File: config.mk
export PLATFORM = sky130hd
export DESIGN_NAME = pad_conditioner
export DESIGN_NICKNAME = d
export VERILOG_FILES = /design/src/rtl/pad_pkg.sv /design/src/rtl/pad_socd.sv /design/src/rtl/pad_mode_latch.sv /design/src/rtl/pad_turbo.sv /design/src/rtl/pad_pack.sv /design/src/rtl/pad_conditioner.sv
export SDC_FILE = /design/constraint.sdc
export NUM_CORES = 1
export LEC_CHECK = 0
export BUFFER_PORTS_ARGS = -buffer_cell sky130_fd_sc_hd__buf_2
export CAP_MARGIN = 20
export CORE_UTILIZATION = 44
export DETAILED_ROUTE_END_ITERATION = 16
export PLACE_DENSITY = 0.69
export SLEW_MARGIN = 20
export SYNTH_ARGS = -nofsm -noshare
export SYNTH_HDL_FRONTEND = slang
export SYNTH_HIERARCHICAL = 1
export SYNTH_SLANG_ARGS = --single-unit
File: constraint.sdc
create_clock -name clk -period 2.14 [get_ports clk]
set_input_delay 0.107 -clock clk [delete_from_list [all_inputs] [get_ports clk]]
set_output_delay 0.107 -clock clk [all_outputs]
set_load 0.005 [all_outputs]
File: src/rtl/pad_pkg.sv
package pad_pkg;

   localparam int KEY_N = 14;

   localparam int K_UP    = 0;
   localparam int K_RIGHT = 1;
   localparam int K_DOWN  = 2;
   localparam int K_LEFT  = 3;
   localparam int K_I     = 4;
   localparam int K_II    = 5;
   localparam int K_SEL   = 6;
   localparam int K_RUN   = 7;
   localparam int K_III   = 8;
   localparam int K_IV    = 9;
   localparam int K_V     = 10;
   localparam int K_VI    = 11;
   localparam int K_L1    = 12;
   localparam int K_R1    = 13;

   localparam int BYTE_W = 8;

   typedef enum logic [1:0] {
      MODE_TWO  = 2'd0,
      MODE_SIX  = 2'd1,
      MODE_SEL3 = 2'd2,
      MODE_RUN3 = 2'd3
   } pad_mode_e;

   // key index feeding each bit of the standard byte
   function automatic int std_src(input int b);
      case (b)
         0:       return K_I;
         1:       return K_II;
         2:       return K_SEL;
         3:       return K_RUN;
         4:       return K_UP;
         5:       return K_RIGHT;
         6:       return K_DOWN;
         default: return K_LEFT;
      endcase
   endfunction

   // key index feeding the upper nibble of the extended byte
   function automatic int ext_src(input int b);
      case (b)
         4:       return K_III;
         5:       return K_IV;
         6:       return K_V;
         default: return K_VI;
      endcase
   endfunction

endpackage

File: src/rtl/pad_socd.sv
module pad_socd
   import pad_pkg::*;
(
   input  logic [KEY_N-1:0] press_i,
   output logic [KEY_N-1:0] press_o
);

   always_comb begin
      press_o = press_i;
      if (press_i[K_UP] && press_i[K_DOWN]) begin
         press_o[K_DOWN] = 1'b0;
      end
      if (press_i[K_LEFT] && press_i[K_RIGHT]) begin
         press_o[K_LEFT]  = 1'b0;
         press_o[K_RIGHT] = 1'b0;
      end
   end

endmodule

File: src/rtl/pad_mode_latch.sv
module pad_mode_latch
   import pad_pkg::*;
(
   input  logic      clk,
   input  logic      rst_n,
   input  logic      run_i,
   input  logic      up_i,
   input  logic      down_i,
   input  logic      right_i,
   input  logic      left_i,
   output pad_mode_e mode_o
);

   logic      chord_now;
   logic      chord_seen_q;
   pad_mode_e pick;
   pad_mode_e mode_q;

   assign chord_now = run_i && (up_i || down_i || right_i || left_i);

   always_comb begin
      if (up_i)         pick = MODE_SIX;
      else if (down_i)  pick = MODE_TWO;
      else if (right_i) pick = MODE_SEL3;
      else              pick = MODE_RUN3;
   end

   always_ff @(posedge clk or negedge rst_n) begin
      if (!rst_n) begin
         mode_q       <= MODE_TWO;
         chord_seen_q <= 1'b0;
      end else begin
         chord_seen_q <= chord_now;
         if (chord_now && !chord_seen_q) begin
            mode_q <= pick;
         end
      end
   end

   assign mode_o = mode_q;

endmodule

File: src/rtl/pad_turbo.sv
module pad_turbo #(
   parameter int FAST_CYC = 1_666_667,
   parameter int SLOW_CYC = 4_166_667
) (
   input  logic clk,
   input  logic rst_n,
   input  logic fast_req_i,
   input  logic slow_req_i,
   output logic phase_o
);

   localparam int CNT_W = $clog2(SLOW_CYC);
   localparam logic [CNT_W-1:0] FAST_LAST = CNT_W'(FAST_CYC - 1);
   localparam logic [CNT_W-1:0] SLOW_LAST = CNT_W'(SLOW_CYC - 1);

   logic             slow_q;
   logic             slow_nxt;
   logic [CNT_W-1:0] cnt_q;
   logic [CNT_W-1:0] last;
   logic             phase_q;

   always_comb begin
      if (fast_req_i)      slow_nxt = 1'b0;
      else if (slow_req_i) slow_nxt = 1'b1;
      else                 slow_nxt = slow_q;
   end

   assign last = slow_q ? SLOW_LAST : FAST_LAST;

   always_ff @(posedge clk or negedge rst_n) begin
      if (!rst_n) begin
         slow_q  <= 1'b0;
         cnt_q   <= '0;
         phase_q <= 1'b0;
      end else if (slow_nxt != slow_q) begin
         slow_q <= slow_nxt;
         cnt_q  <= '0;
      end else if (cnt_q == last) begin
         cnt_q   <= '0;
         phase_q <= ~phase_q;
      end else begin
         cnt_q <= cnt_q + 1'b1;
      end
   end

   assign phase_o = phase_q;

endmodule

File: src/rtl/pad_pack.sv
module pad_pack
   import pad_pkg::*;
(
   input  logic [KEY_N-1:0]  press_i,
   input  pad_mode_e         mode_i,
   input  logic              phase_i,
   output logic [BYTE_W-1:0] std_n_o,
   output logic [BYTE_W-1:0] ext_n_o
);

   logic [BYTE_W-1:0] base;
   logic [BYTE_W-1:0] force_v;
   logic [BYTE_W-1:0] ext_base;
   logic              shoulder;

   assign shoulder = press_i[K_L1] || press_i[K_R1];

   genvar b;
   generate
      for (b = 0; b < BYTE_W; b++) begin : g_std
         assign base[b] = press_i[std_src(b)];
      end
      for (b = 0; b < BYTE_W; b++) begin : g_ext
         if (b >= 4) begin : g_hi
            assign ext_base[b] = press_i[ext_src(b)];
         end else begin : g_lo
            assign ext_base[b] = 1'b0;
         end
      end
   endgenerate

   always_comb begin
      force_v    = '0;
      force_v[0] = phase_i && press_i[K_IV];
      force_v[1] = phase_i && press_i[K_III];
      force_v[2] = (mode_i == MODE_SEL3) && shoulder;
      force_v[3] = (mode_i == MODE_RUN3) && shoulder;
   end

   assign std_n_o = ~(base | force_v);
   assign ext_n_o = (mode_i == MODE_SIX) ? ~ext_base : '1;

endmodule

File: src/rtl/pad_conditioner.sv
module pad_conditioner
   import pad_pkg::*;
#(
   parameter int RAW_W    = 16,
   parameter int FAST_CYC = 1_666_667,
   parameter int SLOW_CYC = 4_166_667
) (
   input  logic              clk,
   input  logic              rst_n,
   input  logic [RAW_W-1:0]  btn_n,
   output logic [BYTE_W-1:0] std_byte_n,
   output logic [BYTE_W-1:0] ext_byte_n,
   output logic [1:0]        mode
);

   generate
      if (RAW_W <= KEY_N) begin : g_bad_raw
         $error("RAW_W must exceed the key count");
      end
      if (FAST_CYC < 2) begin : g_bad_fast
         $error("FAST_CYC must be at least 2");
      end
      if (SLOW_CYC <= FAST_CYC) begin : g_bad_slow
         $error("SLOW_CYC must exceed FAST_CYC");
      end
   endgenerate

   logic [KEY_N-1:0] raw_press;
   logic [KEY_N-1:0] clean_press;
   logic             unused_spare;
   pad_mode_e        mode_cur;
   logic             phase;

   assign raw_press    = ~btn_n[KEY_N-1:0];
   assign unused_spare = ^btn_n[RAW_W-1:KEY_N];

   pad_socd u_socd (
      .press_i (raw_press),
      .press_o (clean_press)
   );

   pad_mode_latch u_mode (
      .clk     (clk),
      .rst_n   (rst_n),
      .run_i   (clean_press[K_RUN]),
      .up_i    (clean_press[K_UP]),
      .down_i  (clean_press[K_DOWN]),
      .right_i (clean_press[K_RIGHT]),
      .left_i  (clean_press[K_LEFT]),
      .mode_o  (mode_cur)
   );

   pad_turbo #(
      .FAST_CYC (FAST_CYC),
      .SLOW_CYC (SLOW_CYC)
   ) u_turbo (
      .clk        (clk),
      .rst_n      (rst_n),
      .fast_req_i (clean_press[K_L1]),
      .slow_req_i (clean_press[K_R1]),
      .phase_o    (phase)
   );

   pad_pack u_pack (
      .press_i (clean_press),
      .mode_i  (mode_cur),
      .phase_i (phase),
      .std_n_o (std_byte_n),
      .ext_n_o (ext_byte_n)
   );

   assign mode = mode_cur;

endmodule

=== Word-level counts from Yosys, hierarchy flattened ===
Cells that the tools add are included.

* Flip-flop bits (word level): 27
* Bits in latches: 0
* Bits in writable memories: 0
* Memory bits (read-only): 0
* Input port bits: 18
* Output and inout port bits: 18
* Memories: 0

* Add/sub/neg operators: 1
* Multipliers: 0
* Div/mod/pow operators: 0
* $lt $le $gt $ge: 0
* Equal/unequal tests: 5
* Shift operators: 0
* Mux-type cells: 12
* Bitwise gates (word level): 6
* Reduce and logical (&&, ||, !) cells: 14

{| class="wikitable"
|+ Operators with widths
! kind !! count
|-
| $mux W22 || 3
|-
| $add A22 B1 Y22 const B || 1
|-
| $eq A22 B22 Y1 || 1
|-
| $not A8 Y8 || 2
|-
| $not A14 Y14 || 1
|-
| $logic_and A1 B1 Y1 || 8
|-
| $mux W8 || 1
|-
| $or A8 B4 Y8 || 1
|-
| $mux W1 || 6
|-
| $eq A2 B2 Y1 const B || 2
|-
| $logic_or A1 B1 Y1 || 4
|-
| $mux W2 || 2
|-
| $eq A2 B1 Y1 const B || 1
|-
| $not A1 Y1 || 2
|-
| $reduce_and A2 Y1 || 1
|-
| $logic_not A1 Y1 || 1
|-
| $ne A1 B1 Y1 || 1
|}

=== Depth between registers and ports, before layout ===
* Word-level depth: 8
* Depth in mapped cells: 7

=== Cells and area by module ===
The synthesis kept the hierarchy.

{| class="wikitable"
|+ Modules (own cells, without submodules)
! module !! instances !! cells each !! area an instance (um2) !! sequential area each (um2)
|-
| pad_turbo || 1 || 146 || 1417.6 || 600.6
|-
| pad_mode_latch || 1 || 10 || 131.4 || 75.1
|-
| pad_pack || 1 || 20 || 103.8 || 0.0
|-
| pad_socd || 1 || 14 || 103.8 || 0.0
|-
| pad_conditioner || 1 || 14 || 52.6 || 0.0
|}

=== Least setup slack after synthesis ===
OpenSTA, ideal clock, no wires.

* Path kind: register to register
* Start: reg u_turbo.cnt_q[18]
* End: reg u_turbo.cnt_q[2]
* Library setup time: 0.136 ns
* Arrival time: 1.863 ns
* Data required time: 2.004 ns
* Setup slack: 0.141 ns
* Cell stages (with the launch flop): 6
* Path buffers: 1
* Cells stage by stage: dfrtp_1 -> or4_1 -> or3_4 -> a2111oi_4 -> buf_6 -> nor3_1

* Longest elaborated chain between the ends: 3

{| class="wikitable"
|+ RTL lines
! element !! RTL line !! RTL
|-
| start: declaration || pad_turbo.sv:18 || <nowiki>logic [CNT_W-1:0] cnt_q;</nowiki>
|-
| start signal: assignment || pad_turbo.sv:42 || <nowiki>cnt_q <= cnt_q + 1'b1;</nowiki>
|-
| $eq A22 B22 Y1 || pad_turbo.sv:38 || <nowiki>end else if (cnt_q == last) begin</nowiki>
|-
| $mux W22 || pad_turbo.sv:38 ||
|-
| $mux W22 || pad_turbo.sv:35 || <nowiki>end else if (slow_nxt != slow_q) begin</nowiki>
|}

Every way passes these cells.
A chain may end at the register's enable or synchronous reset.

=== Final worst setup path ===
* Start: reg u_turbo.cnt_q[18]
* End: reg u_turbo.cnt_q[13]

Same word-level chain as after synthesis.

==> impl_metrics.py <==
metrics = {
    "status": {
        "outcome": "finished clean",
    },
    "synth": {
        "synth_common_cells": "dfrtp_1 (27), inv_1 (22), nand2_1 (17)",
        "syn-cell-area_mm2": 0.00181,
        "synth_seq_cells": 27,
        "ys_seq_area_frac": 0.373,
        "ys_types": 43,
        "ys_async_sr_fraction": 1.00,
        "synth.top_cell.area_share": 0.373,
        "yosys_warnings": 6,
        "synth_largest_area_cell": "dfrtp_1",
        "synth_area_leaders": "dfrtp_1 (37%), buf_4 (6.2%), inv_1 (4.6%)",
        "syn_area_per_cell_um2": 8.87,
        "synth_edf_count": 0,
        "synth.most_common_cell": "dfrtp_1",
        "synth-main-ff-cell": "dfrtp_1",
        "syn_inst": 204,
    },
    "clock_network": {
        "cts-root-buf": "clkbuf_8",
        "clockBufferDepth": 2,
        "path_clk_slew_ns": 0.09,
        "cts_made_buffers": 3,
        "post-cts-setup-buffers": 0,
        "cts_tree": "yes",
        "clkSinkCount": 27,
        "insertion_delay_ns": 0.26,
        "ctsHtreeMaxLevel": 1,
    },
    "power": {
        "p_sw_frac": 0.288,
        "p_leak_nw": 0.908,
        "power_density_mw_per_mm2": 541,
        "combinationalPowerShare": 0.224,
        "clock_power_share": 0.253,
        "p_int_mw": 0.782,
        "switchingPower_mw": 0.316,
        "ir_drop_mv": 0.261,
        "p_seq_frac": 0.522,
    },
    "die": {
        "core_mm2": 0.00380,
        "ioPinCount": 36,
        "die-area_mm2": 0.00437,
        "die_w_um": 66.1,
        "num_rows": 22,
        "die_h_um": 66.1,
        "initial_core_util": 0.476,
    },
    "timing": {
        "worst_pin_slew_ns": 0.593,
        "setup_viol": 0,
        "clock.fmax_mhz": 487,
        "slew_violations": 0,
        "finalHoldViolCount": 0,
        "relSlewSlack": 0.605,
        "min_period_ns": 2.05,
        "finClkSkew_ns": 0.00527,
        "timing.final.crit_share": 0.959,
    },
    "critical_path": {
        "max_stage_delay_ns": 0.53,
        "regToRegStartpoint": "u_turbo/cnt_q[18]",
        "critPathMaxFanout": 10,
        "crit_path_start_kind": "flip-flop",
        "startpoint": "u_turbo/cnt_q[18]",
        "critical_path_class": "flip-flop to flip-flop",
        "critPathSlowestCell": "or4_1",
        "worstPathArrival_ns": 2.20,
        "crit_chain": "or4_1 > or3_4 > a2111oi_4 > buf_4 > nor3_1",
        "cp.required_ns": 2.29,
        "end_kind": "flip-flop",
    },
    "routing": {
        "wl_mm": 3.63,
        "first_pass_iters": 4,
        "detail-route-antenna-nets": 0,
        "wire_per_inst_um": 13.0,
        "vias_per_cell": 5.43,
        "drc_errors": 0,
        "via_count": 1520,
        "first_iter_violations": 71,
    },
    "grt": {
        "grt_pass1_wl_mm": 6.22,
        "grt_overflow_total": 0,
        "grt_max_degree": 28,
        "grtUsageTotal": 0.184,
        "grt_antenna_before_repair": 0,
        "grt_pass1_vias": 1384,
    },
    "cells_and_area": {
        "final_cells": 280,
        "fin_area_mm2": 0.00203,
        "regArea_um2": 676,
        "nets": 253,
        "antenna_cells": 0,
        "fillCellCount": 371,
        "final_layout_size_suffix_gt1_frac": 0.228,
        "area_growth_pct": 12.1,
        "multiInputGateArea_um2": 901,
    },
    "placement": {
        "placed_area_mm2": 0.00197,
        "finalWeightedCongestion": 0.812,
        "io_buffers": 29,
        "dp_hpwl_mm": 2.64,
        "place_inst": 275,
    },
    "job": {
        "drv_cap": 0,
    },
    "worst_hold_path": {
        "hp-class": "primary input to flip-flop",
        "hold_start": "btn_n[12]",
    },
}
-- path summary, 6_finish.rpt --
check                                      endpoint  slack, ns  cells past startpoint
worst max-delay path              u_turbo/cnt_q[13]       0.09                      5
worst min-delay path                 u_turbo/slow_q       0.11                      3
worst max register to register    u_turbo/cnt_q[13]       0.09                      5
worst min register to register     u_mode/mode_o[1]       0.49                      1
max in group asynchronous       u_mode/chord_seen_q       1.37                      2
min in group asynchronous          u_turbo/cnt_q[1]       0.38                      2
-- sequential cells by signal (all words and copies together), names as in the netlist --
signal               flops
u_turbo/phase_o          1
u_mode/mode_o            2
u_turbo/slow_q           1
u_mode/chord_seen_q      1
u_turbo/cnt_q           22
-- cell type report --
type	count	share of cell area
sequential	27	0.333
clock buffer	4	0.0222
timing repair buffer	44	0.130
multi-input combinational	135	0.444
tap	48	0.0296
inverter	22	0.0407
-- logic make-up (layout without fill, tap and decap cells) --
logic type | after synthesis | after routing | share of synthesized area
XOR/XNOR | 15 | 15 | 0.0726
AND/OR/NAND/NOR | 87 | 87 | 0.279
multiplexers | 1 | 1 | 0.00622
buffers and inverters | 45 | 70 | 0.135
flip-flops | 27 | 27 | 0.373
adder cells (fa/ha/maj) | 2 | 2 | 0.0138
other | 1 | 4 | 0.00207
AO/OA/AOI/OAI | 26 | 26 | 0.118
-- critical path, delay by kind of cell (launching register included) --
kind / cells / cell delay, ns
simple gates: 3 / 0.97
flops: 1 / 0.38
compound gates: 1 / 0.34
buf+inv: 1 / 0.25
-- cell usage in the layout, fill, tap and decap left out, types with 2 or more instances in the layout --
cell type	instances
nor4_1	3
a31oi_1	2
nor2b_1	2
inv_1	22
and2_1	2
and4b_1	3
ha_1	2
o31ai_1	4
dfrtp_1	27
nor4b_1	2
buf_4	13
nand3_1	7
o21ai_0	4
and4_1	3
nand4_1	12
buf_2	29
conb_1	4
xor2_1	9
nand2_1	17
or3_1	2
a211oi_1	7
or4_1	5
nor2_1	5
clkbuf_8	3
nor3_1	16
a21oi_1	2
xnor2_1	6
-- per-stage QoR --
stage / setup slack (ns) / power, mW / utilization / hold WS [ns] / TNS, ns
2_1_floorplan: 0.141 / 0.746 / - / -0.189 / 0
3_3_place_gp: 0.145 / 0.822 / 0.518 / 0.153 / 0
3_5_place_dp: 0.129 / 0.827 / 0.518 / 0.149 / 0
4_1_cts: 0.0978 / 1.11 / 0.533 / 0.105 / 0
5_1_grt: -0.00326 / 1.17 / 0.534 / 0.123 / -0.00326
6_report: 0.0873 / 1.10 / 0.534 / 0.107 / 0
-- routing by layer --
layer | vias up | track usage | wire [um]
met5 | - | 0 | 0
met4 | 0 | 0.0479 | 14
met3 | 2 | 0.0224 | 157
met2 | 38 | 0.298 | 1740
met1 | 716 | 0.258 | 1710
li1 | 764 | - | -
-- power by group through the flow --
stage / Clock (mW) / Combinational [mW] / Sequential [mW]
5_1_grt: 0.312 / 0.280 / 0.580
4_1_cts: 0.294 / 0.246 / 0.573
3_3_place_gp: 0 / 0.240 / 0.582
2_1_floorplan: 0 / 0.163 / 0.583
6_report: 0.278 / 0.246 / 0.573
3_5_place_dp: 0 / 0.244 / 0.583
-- repair_timing --
action	4_1_cts	5_1_grt
hold buffers	1	0
gates resized for setup	0	1
endpoints found under the setup margin	0	4
hold endpoints to repair	27	0
(Power assumes the default switching activity.)
